**config.mk**
```make
export PLATFORM = sky130hd
export DESIGN_NAME = hpd_repeater_ctl
export DESIGN_NICKNAME = d
export VERILOG_FILES = /design/src/rtl/hpd_repeater_ctl.sv
export SDC_FILE = /design/constraint.sdc
export NUM_CORES = 1
export LEC_CHECK = 0
export ABC_AREA = 1
export BUFFER_PORTS_ARGS = -buffer_cell sky130_fd_sc_hd__buf_4
export CAP_MARGIN = 20
export CORE_UTILIZATION = 45
export DETAILED_ROUTE_END_ITERATION = 7
export PLACE_DENSITY_LB_ADDON = 0.15
export SLEW_MARGIN = 25
export SYNTH_ARGS = -nofsm -noshare
export SYNTH_HDL_FRONTEND = slang
export SYNTH_SLANG_ARGS = --single-unit
```
**constraint.sdc**
```tcl
create_clock -name clk -period 1.4 [get_ports clk]
set_clock_uncertainty 0.05 [all_clocks]
set_input_delay 0.21 -clock clk [delete_from_list [all_inputs] [get_ports clk]]
set_output_delay 0.21 -clock clk [all_outputs]
set_load 0.02 [all_outputs]
```
**src/rtl/hpd_repeater_ctl.sv**
```systemverilog
`timescale 1ns/1ps
module hpd_repeater_ctl #(
  parameter int HPD_DELAY_CYC = 18,
  parameter int MIN_PULSE     = 20,
  parameter int UNPLUG_CYC    = 60_000_000
) (
  input  logic clk,
  input  logic rst,
  input  logic hp_sense_i,
  input  logic pwr_en_i,
  input  logic cable_det_i,
  input  logic cable_inv_i,
  output logic hp_o,
  output logic hp_oe_o,
  output logic cable_det_o,
  output logic link_en_o
);
  localparam int DL = HPD_DELAY_CYC - 2;
  localparam int CW = $clog2(UNPLUG_CYC + 1);
  localparam int SW = $clog2(MIN_PULSE + 1);

  typedef enum logic {ST_SLEEP, ST_LIVE} st_t;

  logic [1:0] hp_sy, pw_sy, cd_sy, ci_sy;
  logic hp_s, pw_s;
  st_t st;
  logic [CW-1:0] low_cnt;
  logic [DL-1:0] dl;
  logic d_prev;
  logic [SW-1:0] str_cnt;
  logic live, d_hp, unplug;

  always_ff @(posedge clk) begin
    if (rst) begin
      hp_sy <= '0;
      pw_sy <= '0;
      cd_sy <= '0;
      ci_sy <= '0;
    end else begin
      hp_sy <= {hp_sy[0], hp_sense_i};
      pw_sy <= {pw_sy[0], pwr_en_i};
      cd_sy <= {cd_sy[0], cable_det_i};
      ci_sy <= {ci_sy[0], cable_inv_i};
    end
  end

  assign hp_s   = hp_sy[1];
  assign pw_s   = pw_sy[1];
  assign live   = (st == ST_LIVE);
  assign d_hp   = dl[DL-1];
  assign unplug = live && !hp_s && (low_cnt == CW'(UNPLUG_CYC - 1));

  always_ff @(posedge clk) begin
    if (rst) begin
      st <= ST_SLEEP;
    end else if (!live) begin
      st <= (pw_s && hp_s) ? ST_LIVE : ST_SLEEP;
    end else begin
      st <= (pw_s && !unplug) ? ST_LIVE : ST_SLEEP;
    end
  end

  always_ff @(posedge clk) begin
    if (rst || !live || hp_s) begin
      low_cnt <= '0;
    end else if (low_cnt != CW'(UNPLUG_CYC)) begin
      low_cnt <= low_cnt + 1'b1;
    end
  end

  always_ff @(posedge clk) begin
    if (rst || !live) begin
      dl      <= '0;
      d_prev  <= 1'b0;
      str_cnt <= '0;
    end else begin
      dl     <= (dl << 1) | DL'(hp_s);
      d_prev <= d_hp;
      if (d_prev && !d_hp)
        str_cnt <= SW'(MIN_PULSE - 1);
      else if (str_cnt != '0)
        str_cnt <= str_cnt - 1'b1;
    end
  end

  assign link_en_o   = live;
  assign hp_oe_o     = live;
  assign hp_o        = live && d_hp && (str_cnt == '0);
  assign cable_det_o = cd_sy[1] ^ ci_sy[1];
endmodule

```
; ---- Yosys cells after proc, flatten, opt, wreduce, memory -nomap -nowiden
; Index checks and enable logic that the tools add are counted.
[word_totals]
reg_bits = 57
output_inout_bits = 4
word_cells = 38
[op_classes]
n_addsub = 2
eq_ne = 2
n_mux = 5
n_bitwise = 2
n_reduce_logical = 17
[op_table]
columns = op, count
row1 = $add 26x1->26 const B, 1
row2 = $eq 26x26->1 const B, 1
row3 = $ne 26x26->1 const B, 1
row4 = $or 16x1->16, 1
row5 = $mux 5, 2
row6 = $logic_and 1x1->1, 7
row7 = $logic_not 5->1, 1
row8 = $reduce_bool 5->1, 1
row9 = $sub 5x1->5 const B, 1
row10 = $logic_not 1->1, 4
row11 = $mux 1, 3
row12 = $logic_or 1x1->1, 2
row13 = $reduce_bool 2->1, 1
row14 = $reduce_or 2->1, 1
row15 = $xor 1x1->1, 1

; ---- Depth between registers and ports, before layout
; Gate-level depths: netlist of the first run.
[logic_depth]
ltp_word = 7
mapped_depth = 9
ltp_nobuf = 9

; ---- Worst setup path before layout of the first run
; No wires, ideal clock.
[synth_path]
path_kind = register to output
start = register str_cnt[0]
end = output port hp_o
arrival_time_ns = 1.195
slack_ns = -0.055
path_stages_with_launch = 5
path_buffers = 0
cell_sequence = dfxtp_1 > inv_1 > ha_1 > nand3b_1 > nor3_1
[synth_between]
elab_chain_len = 2
[synth_lines]
columns = element, line_no
row1 = start: declaration, 30  ; logic [SW-1:0] str_cnt;
row2 = start signal: assignment, 80  ; str_cnt <= SW'(MIN_PULSE - 1);
row3 = start signal: assignment, 82  ; str_cnt <= str_cnt - 1'b1;
row4 = $logic_not 5->1, 88  ; assign hp_o = live && d_hp && (str_cnt == '0);
row5 = $logic_and 1x1->1, 88
row6 = end: declaration, 13  ; output logic hp_o,
; Every way passes these cells.

; ---- Worst setup path in the final report of the first run
; Same ends and word-level chain as after synthesis.

==> results by stage, run 1 <==
Synth:
- The number of nets handed over by synthesis was 388.
- The sequential share of the synthesized area is 0.434.
- For this run, the number of Yosys warnings is 0.
- The number of register bits inferred by synthesis is 57.
- The library cell occupying the most area in the post-synthesis netlist is dfxtp_1.
- The synthesized netlist contains 24 unique library cells.
- After synthesis, the cell types taking the most area are dfxtp_1 43%, nand2_1 11%, nor2_1 11%, inv_1 8.9%, a21oi_1 3.8%.
- The cell area that synthesis handed to floorplanning was 2630 sq um.
- The area share of the largest cell type after synthesis is 0.434.
- The average instance in the mapped netlist occupies 6.93 sq um.
- The count of mapped cells out of synthesis is 379.

Clock tree:
- The clock root buffer is clkbuf_8.
- For the worst-skew pair, the clock arrives at the later sink with an insertion delay of 0.34 ns.
- Counting every sink on the clock net gives 57.
- The register clock-pin slew on the reported worst setup and hold paths is 0.07 ns.
- Counting the buffers created by CTS gives 9.
- The CTS tree is yes.
- CTS built an H-tree with a depth of 3.
- No sink is reached through more buffers than the 2 on the longest clock path.

Setup path:
- The startpoint-to-endpoint class of the critical path is reg -> out.
- The number of cells on the worst reg-to-reg path is 9.
- The largest single stage delay on the critical path is 0.33 ns.
- STA classifies the critical path startpoint as a flop.
- The signal on the critical path passes through inv_2, ha_4, nand3b_1, nor3_2, buf_4.
- The worst setup path is captured at an output port.
- The critical path runs through a total of 5 cells.
- The startpoint identified for the worst register-to-register timing path is str_cnt[0].
- The cell family contributing the most delay on the critical path is flip-flops.
- For this design, the slowest cell found on the critical path is dfxtp_2.
- The worst register-to-register path ends at str_cnt[0].
- The data required time at the worst endpoint is 1.14 ns.
- At the worst endpoint, the arrival time is 1.31 ns.
- Of all nets on the critical path, the largest fanout is 2.
- The total buffers and inverters traversed by the critical path is 2.
- Following the worst setup path forward leads to its endpoint at hp_o.
- The launch point of the worst path is str_cnt[0].
- The setup check on the worst reg-to-reg path leaves a slack of 0.05 ns.

Global route:
- The number of global-route vias before repair is 2151.
- Global routing finished with a remaining overflow of 0.
- In the global route stage, overall resource usage came out at 0.200.
- The number of antenna violations at the first check in global routing is 0.
- The first global-routing pass estimated 9.32 mm of wire.
- The largest net degree at the start of global routing is 20.

Finish:
- The area growth from synthesis to layout is 23.1%.
- For this run, the post-layout net count is 420.
- The final core area utilization is 0.580.
- The share of post-route cells with drive strength above 1 is 0.252.
- The commonest non-fill, non-tap cell in the layout is nand2_1.
- After filler insertion, the fill cell instance count of the layout stands at 520.
- The multi-input combinational cells in the finished layout cover a total of 1310 sq um.
- 0 antenna diodes ended up in the layout.
- The area taken by flip-flops and latches is 1160 sq um.
- The library cells used most frequently in the layout, excluding fill and tap cells, are 78 x nand2_1, 67 x nor2_1, 57 x inv_1.

Power and ir drop:
- The static leakage is 1.12 nW.
- For this design the ratio of total power to cell area is 995 nW/um^2.
- Overall power consumption after layout is estimated at 3.22 mW.
- The maximum ir drop on the vdd rail is 0.000969 V.

Place:
- In this run the tool buffered the top-level ports with 9 buffer cells.
- The final estimated routing congestion in global placement is 0.839.
- The detailed placer's ending HPWL is 3.86 mm.

Route:
- The routed layout has 2312 vias.
- The first detailed-routing pass ran for 4 iterations.
- The DRC violations left is 0.
- In the routed layout, each cell is associated on average with a via count of 4.74.
- The number of routed nets with antenna violations is 0.
- The post-detailed-routing wire length is 5.56 mm.
- The post-detailed-route wirelength per cell is 11.4 microns.
- The iteration-0 DRC count of the detailed router is 56.

Status:
- The flow ran to the end, but the final reports show violations.
- The checks that failed: negative setup slack.

Min path:
- The worst min-delay path startpoint is cable_det_i.
- The min-delay analysis places its worst path in the category in -> reg.

STA:
- Setup repair after global routing could not meet its margin everywhere.
- Across all hold checks on the routed design, the worst slack comes to 0.0255 ns.
- The fmax is 637 MHz.
- Dividing the final minimum period by the clock period gives 1.12.
- Once routing completed, OpenROAD measured the worst setup slack at -0.170 ns.
- The measured slew at the worst slew-check pin is 0.204 ns.
- Setup violations remaining at the end of the flow were counted as 1.
- The number of max-slew violations in the final report came to 0.
- The number of hold-slack violations in the final timing report is 0.
- Headroom to the max-slew limit came out at 0.863.
- The worst path in the final design needs a cycle of 1.57 ns, including I/O delays and setup.

Die:
- The width of the die is 78.4 microns.
- In this run the standard cell core region covers 5570 sq um.
- The die outline area is 6150 sq um.
- The count of boundary I/O pins is 10.
- The die boundary height is 78.4 microns.
- For this configuration, the core starts out at a cell density of 0.471.
- The floorplan has 27 rows.

Flow run:
- The number of max-cap violations is 0.
## report_power, final
part           switching, mW  internal, mW  total, mW
registers            0.00392          1.63       1.63
clock network          0.685         0.864       1.55
logic                 0.0186        0.0189     0.0375
total                  0.707          2.51       3.22
## worst reg2reg max path, cell delays in order (launching register included)
cell and delay (ns):
dfxtp_2 0.33, inv_2 0.07, ha_4 0.13, nand3b_1 0.12, buf_4 0.16, buf_4 0.14, nand2_1 0.05, inv_1 0.03
o21ai_1 0.11, inv_1 0.05
## per-stage QoR
stage	instances	setup TNS, ns	instance area, sq um	setup WS [ns]
2_1_floorplan	379	0	2630	0.0583
3_3_place_gp	464	-0.00813	2830	-0.00813
3_5_place_dp	464	-0.00851	2830	-0.00734
4_1_cts	485	-0.273	3090	-0.232
5_1_grt	488	-0.256	3230	-0.220
6_report	488	-0.170	3230	-0.170
## cell families (layout without fill, tap and decap cells)
family / Yosys count / after routing / synth area share
and+or+nand+nor: 209 / 209 / 0.360
buffers and inverters: 71 / 108 / 0.107
DFF: 57 / 57 / 0.434
AOI/OAI and AO/OA: 32 / 32 / 0.0610
xor gates and xnor gates: 7 / 7 / 0.0233
adders and majority gates: 3 / 3 / 0.0143
## cells in the mapped netlist, drive strengths merged
cell type / number
nand3: 19
inv: 64
xnor2: 4
nor2: 91
o21ai: 12
ha: 3
nor3: 4
and2: 1
or2: 1
nand4: 4
xor2: 3
nand3b: 3
dfxtp: 57
buf: 7
nand2: 86
a21oi: 20
## what timing repair did
item / in CTS / in global routing
buffers inserted: 5 / 4
pin swaps: 4 / 7
resized for setup: 13 / 39
setup endpoints to repair: 5 / 27
hold buffers: 0 / 0
## worst min-delay path by stage
| stage | endpoint | cells after the start | slack (ns) |
|---|---|---|---|
| finish | cd_sy[0] | 3 | 0.03 |
| global route | hp_sy[0] | 3 | 0.02 |
| CTS | ci_sy[0] | 3 | 0.02 |
| detailed placement | hp_sy[1] | 2 | 0.34 |
| global placement | cd_sy[1] | 2 | 0.34 |
| floorplan | cd_sy[0] | 2 | 0.27 |
## state kept, by name (all words and copies together) (netlist names)
| name | cells |
|---|---|
| pw_sy | 2 |
| hp_sy | 2 |
| str_cnt | 5 |
| low_cnt | 26 |
| hp_oe_o | 1 |
| ci_sy | 2 |
| d_prev | 1 |
| cd_sy | 2 |
| dl | 16 |
## layout make-up
| class | count | area share |
|---|---|---|
| Sequential cell | 57 | 0.360 |
| Clock inverter | 5 | 0.0170 |
| Timing Repair Buffer | 28 | 0.0712 |
| Inverter | 64 | 0.0754 |
| Multi-Input combinational cell | 251 | 0.405 |
| Clock buffer | 11 | 0.0437 |
| Tap cell | 72 | 0.0279 |
## routing by layer
metal	vias up	track usage	wire, microns
li1	1212	-	-
met1	1056	0.254	2710
met2	31	0.319	2580
met3	13	0.0384	150
met4	0	0.106	123
met5	-	0	0
(Power assumes the default switching activity.)
==> run 2: changes to the inputs <==
--- a/config.mk
+++ b/config.mk
@@ -5,7 +5,6 @@
 export SDC_FILE = /design/constraint.sdc
 export NUM_CORES = 1
 export LEC_CHECK = 0
-export ABC_AREA = 1
 export BUFFER_PORTS_ARGS = -buffer_cell sky130_fd_sc_hd__buf_4
 export CAP_MARGIN = 20
 export CORE_UTILIZATION = 45
==> run 2 against run 1 <==
The run still ends with negative setup slack left. Utilization up 12 points. Sequential cell count unchanged. First-iteration DRC count up 91%. Fmax down 15%. Non-clock buffer count up 48. Final cell count down 20%. Combinational power down 4%. Area after synthesis down 13%. Worst setup slack worse by 0.29 ns.
==> results by stage, run 2 <==
Finish:
- The count of antenna diodes in the layout is 0 (unchanged).
- The number of filler instances in the final layout is 386 (was 520).
- The flip-flop count of the largest register, all copies and words added came to 26 (unchanged).
- The register bank with the most flops is low_cnt (unchanged).
- The layout net count was 330 (was 420).
- The area occupied by multi-input gates is 1330 sq um (was 1310 sq um).
- The synthesis-to-finish area growth is 47.8% (was 23.1%).
- The commonest non-fill, non-tap cell in the layout is buf_4 (was nand2_1).
- Most frequent cells in the layout: 65 x buf_4, 38 x dfxtp_1, 18 x dfxtp_2 (was 78 x nand2_1, 67 x nor2_1, 57 x inv_1).
- The area taken by flip-flops and latches came to 1170 sq um (was 1160 sq um).
- Top Registers: low_cnt (26), dl (16), str_cnt (5) (unchanged).
- The share of post-route cells with drive strength above 1 came to 0.474 (was 0.252).

STA:
- The final number of setup-violating endpoints came to 24 (was 1).
- The number of max-slew violations in the final report came to 0 (unchanged).
- The worst slew slack as a fraction of its limit came to 0.804 (was 0.863).
- The part of the cycle the worst path needs was 1.33 (was 1.12).
- The clock period minus worst slack is 1.86 ns (was 1.57 ns).
- The fmax came to 538 MHz (was 637 MHz).
- The slack of the critical path is -0.457 ns (was -0.170 ns).
- The worst hold-check slack is 0.0393 ns (was 0.0255 ns).
- The measured slew at the worst slew-check pin came to 0.291 ns (was 0.204 ns).
- The number of hold-slack violations in the final timing report is 0 (unchanged).
- Setup repair after global routing missed its margin: yes (unchanged).

Setup path:
- The critical path startpoint category is a flop (unchanged).
- The startpoint-to-endpoint class of the critical path is reg -> reg (was reg -> out).
- The termination of the worst setup path is low_cnt[23] (was hp_o).
- The biggest fanout along the worst timing path is 6 (was 2).
- The critical path capture point type is a flop (was output port).
- The launch point of the worst path is low_cnt[11] (was str_cnt[0]).
- The number of cell instances on the worst register-to-register path was 4 (was 9).
- The data arrival time of the critical path was 2.07 ns (was 1.31 ns).
- The data required time at the worst endpoint was 1.61 ns (was 1.14 ns).
- The reg-to-reg endpoint is low_cnt[23] (was str_cnt[0]).
- The startpoint of the worst register-to-register path is low_cnt[11] (was str_cnt[0]).
- The worst reg-to-reg setup slack is -0.46 ns (was 0.05 ns).

Die:
- The core area is 4820 sq um (was 5570 sq um).
- The die outline area is 5370 sq um (was 6150 sq um).
- The starting density of the core is 0.475 (was 0.471).
- The die boundary height is 73.3 microns (was 78.4 microns).
- The count of boundary I/O pins is 10 (unchanged).
- The width of the die is 73.3 microns (was 78.4 microns).
- The standard-cell row count was 25 (was 27).

Clock tree:
- The register clock-pin slew on the reported worst setup and hold paths was 0.07 ns (about the same).
- The number of buffers on the longest clock path was 2 (unchanged).
- The number of hold buffers added after cts is 0 (unchanged).
- The clock root buffer is clkbuf_8 (unchanged).
- The clock latency on the worst-skew pair is 0.33 ns (was 0.34 ns).
- The clock buffer count from CTS is 9 (unchanged).
- The number of clock sinks is 57 (unchanged).
- The CTS tree is yes (unchanged).
- The deepest level of the CTS H-tree is 3 (unchanged).

Route:
- The number of routed nets with antenna violations came to 0 (unchanged).
- The count of TritonRoute iterations in the first routing pass is 4 (unchanged).
- The DRC violations left is 0 (unchanged).
- The post-detailed-route wirelength per cell is 14.1 microns (was 11.4 microns).
- The post-detailed-routing wire length is 5.52 mm (was 5.56 mm).
- The total number of vias is 2006 (was 2312).
- The iteration-0 DRC count of the detailed router is 107 (was 56).
- The ratio of routed vias to standard cells is 5.12 (was 4.74).

Synth:
- The summed instance area of the synthesized netlist came to 2290 sq um (was 2630 sq um).
- Most frequent cells after synthesis: 57 x dfxtp_1, 19 x a21oi_1, 16 x and2_1 (was 80 x nand2_1, 77 x nor2_1, 62 x inv_1).
- The count of mapped cells out of synthesis is 245 (was 379).
- The post-synth net total is 254 (was 388).
- The share of synthesized flip-flops with an asynchronous set or reset is 0 (unchanged).
- The sequential share of the synthesized area is 0.499 (was 0.434).
- The most used standard cell by instance count after synthesis was dfxtp_1 (was nand2_1).
- The commonest register cell after synthesis is dfxtp_1 (unchanged).
- The number of flops mapped to enable cells by yosys is 0 (unchanged).
- The total number of yosys warnings is 0 (unchanged).
- The library cell occupying the most area in the post-synthesis netlist is dfxtp_1 (unchanged).
- Cell types with the largest area share after synthesis: dfxtp_1 50%, and2_1 4.4%, a21oi_1 4.2%, xor2_1 3.1%, nand3_1 2.8% (was dfxtp_1 43%, nand2_1 11%, nor2_1 11%, inv_1 8.9%, a21oi_1 3.8%).
- The area share of the largest cell type after synthesis is 0.499 (was 0.434).
- The synthesized area per cell was 9.34 sq um (was 6.93 sq um).
- The number of library cell types mapped by synthesis is 42 (was 24).
- The number of register bits inferred by synthesis is 57 (unchanged).

Place:
- The detailed placer's ending HPWL was 3.28 mm (was 3.86 mm).
- The worst-case setup slack after placement is -0.451 ns (was -0.00734 ns).
- The final estimated routing congestion in global placement came to 0.807 (was 0.839).
- The number of input and output port buffers inserted is 9 (unchanged).

Global route:
- The overall global routing resource usage is 0.211 (was 0.200).
- The global-route wire length before repair is 8.49 mm (was 9.32 mm).
- The number of antenna violations at the first check in global routing is 0 (unchanged).
- The largest net degree at the start of global routing is 24 (was 20).
- The aggregate global routing overflow was 0 (unchanged).
- The number of global-route vias before repair came to 1840 (was 2151).

Power and ir drop:
- The static leakage came to 1.28 nW (was 1.12 nW).
- The cell area power density is 884 nW/um^2 (was 995 nW/um^2).
- The maximum ir drop on the vdd rail is 0.000701 V (was 0.000969 V).
- The overall power after layout was 2.99 mW (was 3.22 mW).

Status:
- Violated checks: negative setup slack (unchanged).
- Status: finished with violations (unchanged).

Min path:
- The type of the tightest min-delay check is in -> reg (unchanged).

Flow run:
- The number of max-cap violations came to 0 (unchanged).
[run 2: timing repair]
action / in CTS / in global routing
gates cloned: 0 / 1
pin swaps: 12 / 21
gates resized for setup: 29 / 29
endpoints found under the setup margin: 23 / 27
hold endpoints to repair: 0 / 0
buffers inserted: 10 / 6
[run 2: cell families after synthesis]
kind of cell    after synthesis  share of synthesized area
buf+inv                      17                     0.0377
simple gates                115                      0.297
xor+xnor                     12                     0.0460
flops                        57                      0.499
mux                           1                    0.00438
compound gates               40                      0.100
fa+ha+maj                     3                     0.0164
[run 2: per-layer routing]
layer | global-route usage | vias up | part of all wire
met5 | 0 | - | 0
met4 | 0.100 | 0 | 0.022
met3 | 0.0494 | 13 | 0.042
li1 | - | 1015 | -
met2 | 0.333 | 41 | 0.48
met1 | 0.274 | 937 | 0.46
[run 2: worst min-delay path by stage]
stage	from	end	slack, ns	cells after the start
floorplan	cable_det_i	cd_sy[0]	0.29	1
global placement	dl[10]	dl[11]	0.36	1
detailed placement	dl[14]	dl[15]	0.37	1
CTS	cable_inv_i	ci_sy[0]	0.02	2
global route	cable_det_i	cd_sy[0]	0.03	2
finish	cable_det_i	cd_sy[0]	0.04	2
[run 2: where the power goes]
group          internal, mW  total (mW)  switching (mW)
Clock                 0.672        1.32           0.645
Combinational        0.0204      0.0361          0.0157
Sequential             1.63        1.63         0.00354
[run 2: final cells by class]
type | count | share of cell area
multi-input combinational | 172 | 0.393
sequential | 57 | 0.345
timing repair buffer | 76 | 0.181
clock buffer | 10 | 0.0407
tap | 67 | 0.0248
clock inverter | 5 | 0.00963
inverter | 5 | 0.00555
[run 2: per-stage QoR]
stage / setup TNS [ns] / util / cells / area, sq um
floorplan: -3.33 / - / 245 / 2380
global placement: -4.90 / 0.590 / 362 / 2840
detailed placement: -5.39 / 0.590 / 362 / 2840
CTS: -5.33 / 0.663 / 386 / 3190
global route: -7.95 / 0.702 / 392 / 3380
finish: -6.60 / 0.702 / 392 / 3380
[run 2: critical path: stages, from the launching register on]
cell and delay [ns]:
dfxtp_2 0.36, nand4_4 0.13, or4_4 0.61, or4_1 0.52, a21oi_1 0.13
==> run 3: changes to the inputs <==
--- a/config.mk
+++ b/config.mk
@@ -10,6 +10,7 @@
 export CORE_UTILIZATION = 45
 export DETAILED_ROUTE_END_ITERATION = 7
 export PLACE_DENSITY_LB_ADDON = 0.15
+export SETUP_SLACK_MARGIN = 0.4
 export SLEW_MARGIN = 25
 export SYNTH_ARGS = -nofsm -noshare
 export SYNTH_HDL_FRONTEND = slang
==> constraint.sdc (replaced) <==
create_clock -name clk -period 1.4 [get_ports clk]
set_clock_uncertainty 0.05 [all_clocks]
set_input_delay 0.28 -clock clk [delete_from_list [all_inputs] [get_ports clk]]
set_output_delay 0.28 -clock clk [all_outputs]
set_load 0.02 [all_outputs]
==> run 3 against run 2 <==
The flow still finishes with violations (negative setup slack). Register-to-register slack barely moved. Sequential cell count did not move. Critical path type is now reg -> out. Highest routed layer unchanged. Critical path depth rose by 1.
==> results by stage, run 3 (synthesis results as in run 2) <==
Finish:
- The final core area utilization is 0.736 (was 0.702).
- The area taken by flip-flops and latches is 1190 sq um (was 1170 sq um).
- The number of filler instances in the final layout is 332 (was 386).
- The synthesis-to-finish area growth is 55.1% (was 47.8%).
- The count of placed standard cells in the final layout, fillers left out is 387 (was 392).
- The layout net count is 324 (was 330).
- The register bank with the most flops is low_cnt (unchanged).
- Most frequent cells in the layout: 42 x buf_4, 35 x dfxtp_1, 28 x buf_6 (was 65 x buf_4, 38 x dfxtp_1, 18 x dfxtp_2).
- The final standard cell area without fillers was 3550 sq um (was 3380 sq um).
- Top Registers: low_cnt (26), dl (16), str_cnt (5) (unchanged).
- The commonest non-fill, non-tap cell in the layout is buf_4 (unchanged).
- The share of post-route cells with drive strength above 1 is 0.563 (was 0.474).
- The count of antenna diodes in the layout came to 0 (unchanged).
- The flip-flop count of the largest register, all copies and words added is 26 (unchanged).
- The area occupied by multi-input gates is 1410 sq um (was 1330 sq um).

Route:
- The count of TritonRoute iterations in the first routing pass is 4 (unchanged).
- The post-detailed-routing wire length is 5.54 mm (was 5.52 mm).
- The total number of vias is 1982 (was 2006).
- The iteration-0 DRC count of the detailed router is 44 (was 107).
- The ratio of routed vias to standard cells was 5.12 (about the same).
- The post-detailed-route wirelength per cell is 14.3 microns (was 14.1 microns).
- The number of routed nets with antenna violations was 0 (unchanged).
- The DRC violations left is 0 (unchanged).

STA:
- The number of hold-slack violations in the final timing report was 0 (unchanged).
- Setup repair after global routing missed its margin: yes (unchanged).
- The final number of setup-violating endpoints is 21 (was 24).
- The summed negative setup slack over all endpoints is -6.42 ns (was -6.60 ns).
- The slack of the critical path is -0.487 ns (was -0.457 ns).
- The worst hold-check slack came to 0.109 ns (was 0.0393 ns).
- The worst slew slack as a fraction of its limit is 0.817 (was 0.804).
- The measured slew at the worst slew-check pin is 0.272 ns (was 0.291 ns).
- The part of the cycle the worst path needs is 1.35 (was 1.33).
- The clock period minus worst slack is 1.89 ns (was 1.86 ns).
- The number of max-slew violations in the final report is 0 (unchanged).
- The fmax was 530 MHz (was 538 MHz).

Place:
- The post-placement cell area is 2840 sq um (unchanged).
- The final estimated routing congestion in global placement was 0.859 (was 0.807).
- The detailed placer's ending HPWL came to 3.27 mm (was 3.28 mm).
- The number of instances in the placed design came to 356 (was 362).
- The number of input and output port buffers inserted is 9 (unchanged).
- The worst-case setup slack after placement is -0.458 ns (was -0.451 ns).

Global route:
- The global-route wire length before repair is 8.59 mm (was 8.49 mm).
- The number of antenna violations at the first check in global routing is 0 (unchanged).
- The aggregate global routing overflow came to 0 (unchanged).
- The overall global routing resource usage was 0.215 (was 0.211).
- The number of global-route vias before repair is 1907 (was 1840).
- The largest net degree at the start of global routing is 24 (unchanged).

Setup path:
- The launch point of the worst path is str_cnt[1] (was low_cnt[11]).
- The termination of the worst setup path was hp_o (was low_cnt[23]).
- The startpoint of the worst register-to-register path is low_cnt[15] (was low_cnt[11]).
- The critical path capture point type is an output port (was flop).
- The biggest fanout along the worst timing path is 2 (was 6).
- The reg-to-reg endpoint is low_cnt[22] (was low_cnt[23]).
- The number of cell instances on the worst register-to-register path is 5 (was 4).
- The data required time at the worst endpoint is 1.07 ns (was 1.61 ns).
- The startpoint-to-endpoint class of the critical path is reg -> out (was reg -> reg).
- The worst reg-to-reg setup slack is -0.46 ns (about the same).
- The critical path startpoint category is a flop (unchanged).
- The data arrival time of the critical path is 1.56 ns (was 2.07 ns).

Clock tree:
- The deepest level of the CTS H-tree is 3 (unchanged).
- The number of clock sinks came to 57 (unchanged).
- The number of buffers on the longest clock path was 2 (unchanged).
- The clock buffer count from CTS is 9 (unchanged).
- The CTS tree was yes (unchanged).
- The clock latency on the worst-skew pair is 0.33 ns (about the same).
- The clock root buffer is clkbuf_8 (unchanged).
- The register clock-pin slew on the reported worst setup and hold paths is 0.07 ns (about the same).

Flow run:
- The number of max-cap violations came to 0 (unchanged).

Die:
- The die boundary height is 73.3 microns (unchanged).
- The standard-cell row count is 25 (unchanged).
- The core area is 4820 sq um (unchanged).
- The width of the die is 73.3 microns (unchanged).
- The count of boundary I/O pins came to 10 (unchanged).
- The die outline area is 5370 sq um (unchanged).
- The starting density of the core is 0.475 (unchanged).

Power and ir drop:
- The static leakage is 1.32 nW (was 1.28 nW).
- The maximum ir drop on the vdd rail is 0.000927 V (was 0.000701 V).
- The overall power after layout came to 3.23 mW (was 2.99 mW).
- The cell area power density is 909 nW/um^2 (was 884 nW/um^2).

Min path:
- The number of cells on the worst hold path was 2 (unchanged).
- The type of the tightest min-delay check is in -> reg (unchanged).

Status:
- Violated checks: negative setup slack (unchanged).
- Status: finished with violations (unchanged).
-- run 3: changes by cell type in the layout (fill, tap and decap cells not counted), sizes merged --
cell	delta
inv	+1
or4	-1
buf	-5
clkinv	-1
bufinv	+1
-- run 3: worst min path at each step --
stage | start | endpoint | slack, ns
3_3_place_gp | dl[7] | dl[8] | 0.36
6_report | cable_det_i | cd_sy[0] | 0.11
4_1_cts | cable_det_i | cd_sy[0] | 0.10
5_1_grt | cable_det_i | cd_sy[0] | 0.1
2_1_floorplan | pw_sy[1] | hp_oe_o | 0.35
3_5_place_dp | pw_sy[1] | hp_oe_o | 0.36
-- run 3: cell type report --
| cell class | instances | share of cell area |
|---|---|---|
| Inverter | 5 | 0.00529 |
| Clock inverter | 6 | 0.0187 |
| Sequential cell | 57 | 0.334 |
| Tap cell | 67 | 0.0236 |
| Multi-Input combinational cell | 171 | 0.397 |
| Timing Repair Buffer | 71 | 0.182 |
| Clock buffer | 10 | 0.0388 |
-- run 3: report_power, final --
part,switching [mW],internal [mW],total [mW]
logic,0.0184,0.0218,0.0402
registers,0.00395,1.62,1.62
clock network,0.691,0.872,1.56
-- run 3: worst max-delay path, cell delays in order (launching register included) --
cell     delay [ns]
dfxtp_2        0.33
inv_2          0.06
ha_4           0.12
or4b_4         0.49
nor2_4         0.10
buf_6          0.12
-- run 3: repair_timing --
item                       in CTS  in global routing
pin swaps                      38                 27
buffers inserted                9                  5
hold buffers                    0                  0
resized for setup              54                 47
setup endpoints to repair      36                 51
cloned                          1                  0
-- run 3: metal layers --
metal | global-route usage | wire length, microns
met1 | 0.277 | 2620
met2 | 0.328 | 2670
met3 | 0.0754 | 166
met4 | 0.0897 | 76
met5 | 0 | 0
